File: src/rtl/btn_pulse_pkg.sv
package btn_pulse_pkg;

  // WAKE : after reset, key not yet seen released
  // IDLE : armed, waiting for the key to go low
  // HELD : key low, waiting for it to return high
  // FIRE : strobe cycle
  typedef enum logic [1:0] {
    ST_WAKE = 2'd0,
    ST_IDLE = 2'd1,
    ST_HELD = 2'd2,
    ST_FIRE = 2'd3
  } press_state_e;

endpackage

File: src/rtl/btn_rst_sync.sv
module btn_rst_sync #(
  parameter int unsigned STAGES = 2
) (
  input  logic clk,
  input  logic rst_n,
  output logic rst_int_n
);

  localparam int unsigned LAST = STAGES - 1;

  logic [LAST:0] chain_q;

  generate
    if (STAGES == 1) begin : g_single
      always_ff @(posedge clk or negedge rst_n) begin
        if (!rst_n) chain_q <= '0;
        else        chain_q <= 1'b1;
      end
    end else begin : g_multi
      always_ff @(posedge clk or negedge rst_n) begin
        if (!rst_n) chain_q <= '0;
        else        chain_q <= {chain_q[LAST-1:0], 1'b1};
      end
    end
  endgenerate

  assign rst_int_n = chain_q[LAST];

endmodule

File: src/rtl/btn_key_sync.sv
module btn_key_sync #(
  parameter int unsigned STAGES    = 2,
  parameter logic        RESET_VAL = 1'b0
) (
  input  logic clk,
  input  logic rst_n,
  input  logic din,
  output logic dout
);

  localparam int unsigned LAST = STAGES - 1;

  logic [LAST:0] stage_q;

  generate
    if (STAGES == 1) begin : g_single
      always_ff @(posedge clk or negedge rst_n) begin
        if (!rst_n) stage_q <= RESET_VAL;
        else        stage_q <= din;
      end
    end else begin : g_multi
      always_ff @(posedge clk or negedge rst_n) begin
        if (!rst_n) stage_q <= {STAGES{RESET_VAL}};
        else        stage_q <= {stage_q[LAST-1:0], din};
      end
    end
  endgenerate

  assign dout = stage_q[LAST];

endmodule

File: src/rtl/btn_press_fsm.sv
module btn_press_fsm
  import btn_pulse_pkg::*;
(
  input  logic         clk,
  input  logic         rst_n,
  input  logic         key_level,
  output press_state_e state_o,
  output logic         fire_o
);

  press_state_e state_q, state_d;

  always_comb begin
    state_d = state_q;
    unique case (state_q)
      ST_WAKE: if (key_level)  state_d = ST_IDLE;
      ST_IDLE: if (!key_level) state_d = ST_HELD;
      ST_HELD: if (key_level)  state_d = ST_FIRE;
      ST_FIRE: state_d = key_level ? ST_IDLE : ST_HELD;
      default: state_d = ST_WAKE;
    endcase
  end

  always_ff @(posedge clk or negedge rst_n) begin
    if (!rst_n) state_q <= ST_WAKE;
    else        state_q <= state_d;
  end

  assign state_o = state_q;
  assign fire_o  = (state_q == ST_FIRE);

endmodule

File: src/rtl/btn_press_pulse.sv
module btn_press_pulse
  import btn_pulse_pkg::*;
#(
  parameter int unsigned SYNC_STAGES = 2,
  parameter int unsigned RST_STAGES  = 2
) (
  input  logic clk,
  input  logic rst_n,
  input  logic key_n,
  output logic press_pulse
);

  logic         rst_int_n;
  logic         key_sync;
  logic         fire;
  press_state_e fsm_state;

  btn_rst_sync #(.STAGES(RST_STAGES)) u_rst_sync (
    .clk       (clk),
    .rst_n     (rst_n),
    .rst_int_n (rst_int_n)
  );

  // Reset value 0 looks like "pressed": WAKE then waits for a real release.
  btn_key_sync #(.STAGES(SYNC_STAGES), .RESET_VAL(1'b0)) u_key_sync (
    .clk   (clk),
    .rst_n (rst_int_n),
    .din   (key_n),
    .dout  (key_sync)
  );

  btn_press_fsm u_fsm (
    .clk       (clk),
    .rst_n     (rst_int_n),
    .key_level (key_sync),
    .state_o   (fsm_state),
    .fire_o    (fire)
  );

  assign press_pulse = fire;

endmodule

File: config.mk
export PLATFORM = sky130hd
export DESIGN_NAME = btn_press_pulse
export DESIGN_NICKNAME = d
export VERILOG_FILES = /design/src/rtl/btn_pulse_pkg.sv /design/src/rtl/btn_rst_sync.sv /design/src/rtl/btn_key_sync.sv /design/src/rtl/btn_press_fsm.sv /design/src/rtl/btn_press_pulse.sv
export SDC_FILE = /design/constraint.sdc
export NUM_CORES = 1
export LEC_CHECK = 0
export BUFFER_PORTS_ARGS = -buffer_cell sky130_fd_sc_hd__buf_2
export CORE_AREA = 2 2 39 41
export CTS_CLUSTER_DIAMETER = 100
export DETAILED_ROUTE_END_ITERATION = 10
export DIE_AREA = 0 0 41 43
export SETUP_SLACK_MARGIN = 0.2
export SLEW_MARGIN = 20
export SYNTH_ARGS = -nofsm -noshare
export SYNTH_HDL_FRONTEND = slang
export SYNTH_SLANG_ARGS = --single-unit
File: constraint.sdc
create_clock -name clk -period 1.05 [get_ports clk]
set_clock_uncertainty 0.05 [all_clocks]
set_input_delay 0.105 -clock clk [delete_from_list [all_inputs] [get_ports clk]]
set_output_delay 0.105 -clock clk [all_outputs]
set_load 0.01 [all_outputs]
==> results.json <==
{
  "status": "finished, final reports clean",
  "post-route-period-util_pct": 98.5,
  "netlist_instances": 11,
  "area_growth_pct": 55.4,
  "drive_above_1_share_pct": 45.0,
  "synth.area.top_cells": "dfrtp_1 86%, and2_2 4.3%, a21oi_1 2.9%, clkbuf_1 2.2%, conb_1 2.2%",
  "initial_utilization_pct": 12.6,
  "cpPeakStageDelay_ps": 370,
  "maxSlewViolCount": 0,
  "synth_cell_types": 6,
  "track_usage_pct": 4.86,
  "power.total_uw": 496,
  "cp_cell_sequence": "and2_4, buf_6",
  "clock-root-buffer": "clkbuf_4",
  "htree_num_levels": 1,
  "hold_violations": 0,
  "synth_nets": 14,
  "power_density_mw_per_mm2": 1840,
  "design_area_sq_um": 270,
  "core_sq_mm": 0.00138,
  "post-place-cells": 29,
  "syn-cell-area_sq_um": 174,
  "wl_per_cell_um": 7.31,
  "grt_max_degree": 5,
  "die_x_um": 41,
  "drc_errors": 0,
  "num_rows": 14,
  "first_pass_iters": 1,
  "drtIter0Drc": 0,
  "yosysWarnings": 0,
  "clock-sinks": 6,
  "drv_cap": 0,
  "final_common_cell": "dfrtp_1",
  "io_pins": 4,
  "nNetsFinal": 25,
  "drt-total-wl_um": 263,
  "worstPathArrival_ps": 880,
  "ir_drop_uv": 516,
  "final_cell_mix": "6 x dfrtp_1, 3 x clkbuf_4, 2 x dlygate4sd3_1, 2 x buf_2, 2 x buf_4",
  "io_buffers": 3,
  "dieArea_sq_mm": 0.00176,
  "rsz0062_at_grt": "true",
  "antenna_found_initial": 0,
  "worstSetupStartpointType": "register",
  "insertedDiodeCount": 0,
  "synth_area_per_cell_sq_um": 15.8,
  "required_ps": 890,
  "grt_overflow": 0,
  "clockBufferDepth": 2,
  "finalCriticalPeriod_ps": 1030,
  "crit_slowest_cell": "dfrtp_1",
  "dpl-instance-area_sq_um": 205,
  "path_class": "reg -> out",
  "numCtsBuffers": 3,
  "grt_pass1_vias": 109,
  "finalSetupViolations": 0,
  "post-synth-top-area-fraction_pct": 86.3,
  "place_congestion": 0.541,
  "yosysTopAreaCell": "dfrtp_1",
  "instances_no_fill": 36,
  "cts_tree": "yes",
  "path_clk_slew_ps": 40,
  "p_leak_uw": 0.000126,
  "crit_path_end_kind": "output pin",
  "hp-class": "reg -> async",
  "yosysSeqAreaShare_pct": 86.3,
  "critPathMaxFanout": 2,
  "grt_pass1_wl_um": 434,
  "die_h_um": 43,
  "fin_setup_tns_ps": 0,
  "synth-seq-cells": 6,
  "clock_latency_ps": 240,
  "route.vias.total": 103,
  "vias_per_cell": 2.86,
  "fmax_ghz": 0.967,
  "drtAntennaViolNets": 0,
  "dpl.hpwl_um": 162
}
## per-layer routing
metal  GRT usage (%)  wire length [um]  vias to the layer above
met2            5.00               125                        4
met1            3.64               112                       50
met3            4.71                25                        0
li1                -                 -                       49
met4            8.00                 0                        0
met5               0                 0                        -
## Yosys cell counts
library cell,count
and2_2,1
dfrtp_1,6
a21oi_1,1
clkbuf_1,1
conb_1,1
nor2_1,1
## what timing repair did
action / 4_1_cts / 5_1_grt
endpoints found under the hold margin: 3 / 0
resized for setup: 2 / 0
hold buffers: 2 / 0
pin swaps: 1 / 0
endpoints found under the setup margin: 1 / 1
gates cloned: 0 / 0
buffers inserted: 1 / 1
## worst paths after layout
| check | start | endpoint | slack (ps) | cells past startpoint |
|---|---|---|---|---|
| min in group clk | u_rst_sync.chain_q[0] | u_rst_sync.chain_q[1] | 300 | 0 |
| worst max-delay path | u_fsm.state_o[1] | press_pulse | 20 | 2 |
| max in group asynchronous | rst_n | u_rst_sync.chain_q[0] | 720 | 2 |
| worst max register to register | u_fsm.state_o[1] | u_fsm.state_o[1] | 250 | 3 |
| worst min register to register | u_rst_sync.chain_q[1] | u_key_sync.stage_q[0] | 5 | 0 |
| worst min-delay path | u_rst_sync.chain_q[1] | u_key_sync.stage_q[0] | 5 | 0 |
## registers in the layout (all words and copies together), names as in the netlist
register / count
u_key_sync.stage_q: 2
u_fsm.state_o: 2
u_rst_sync.chain_q: 2
## metrics by stage
| step | hold WS [ps] | util (%) | setup slack (ps) |
|---|---|---|---|
| final | 5.40 | 19.5 | 15.7 |
| after floorplan | -241 | - | 329 |
| after global routing | 24.2 | 19.5 | -20.5 |
| after CTS | 9.90 | 19.0 | 7.27 |
| after global placement | -160 | 14.8 | 220 |
| after detailed placement | -159 | 14.8 | 211 |
## kinds of logic (layout without fill, tap and decap cells)
logic type,count (synthesis),count (layout),synth area share (%)
buffers and inverters,1,10,2.16
AO/OA/AOI/OAI,1,1,2.87
flip-flops,6,6,86.3
other,1,1,2.16
AND/OR/NAND/NOR,2,2,6.47
## worst max-delay path, delay by kind of cell (launching register included)
| kind | cells | cell delay, ps |
|---|---|---|
| flip-flops | 1 | 370 |
| AND/OR/NAND/NOR | 1 | 160 |
| buffers and inverters | 1 | 110 |
## final cells by class
cell class              instances  area, sq um
clock buffers                   3         22.5
fillers                       145         1110
multi-input cells               4         21.3
flip-flops and latches          6          150
well taps                      16         20.0
repair buffers                  7         56.3
## report_power, final
group	switching [uW]	internal (uW)	leakage, uW
Combinational	9.93	24.1	0.0000428
Sequential	7.61	245	0.0000694
Clock	80.2	129	0.0000138
Note: power is estimated with default switching activity, not from simulation.
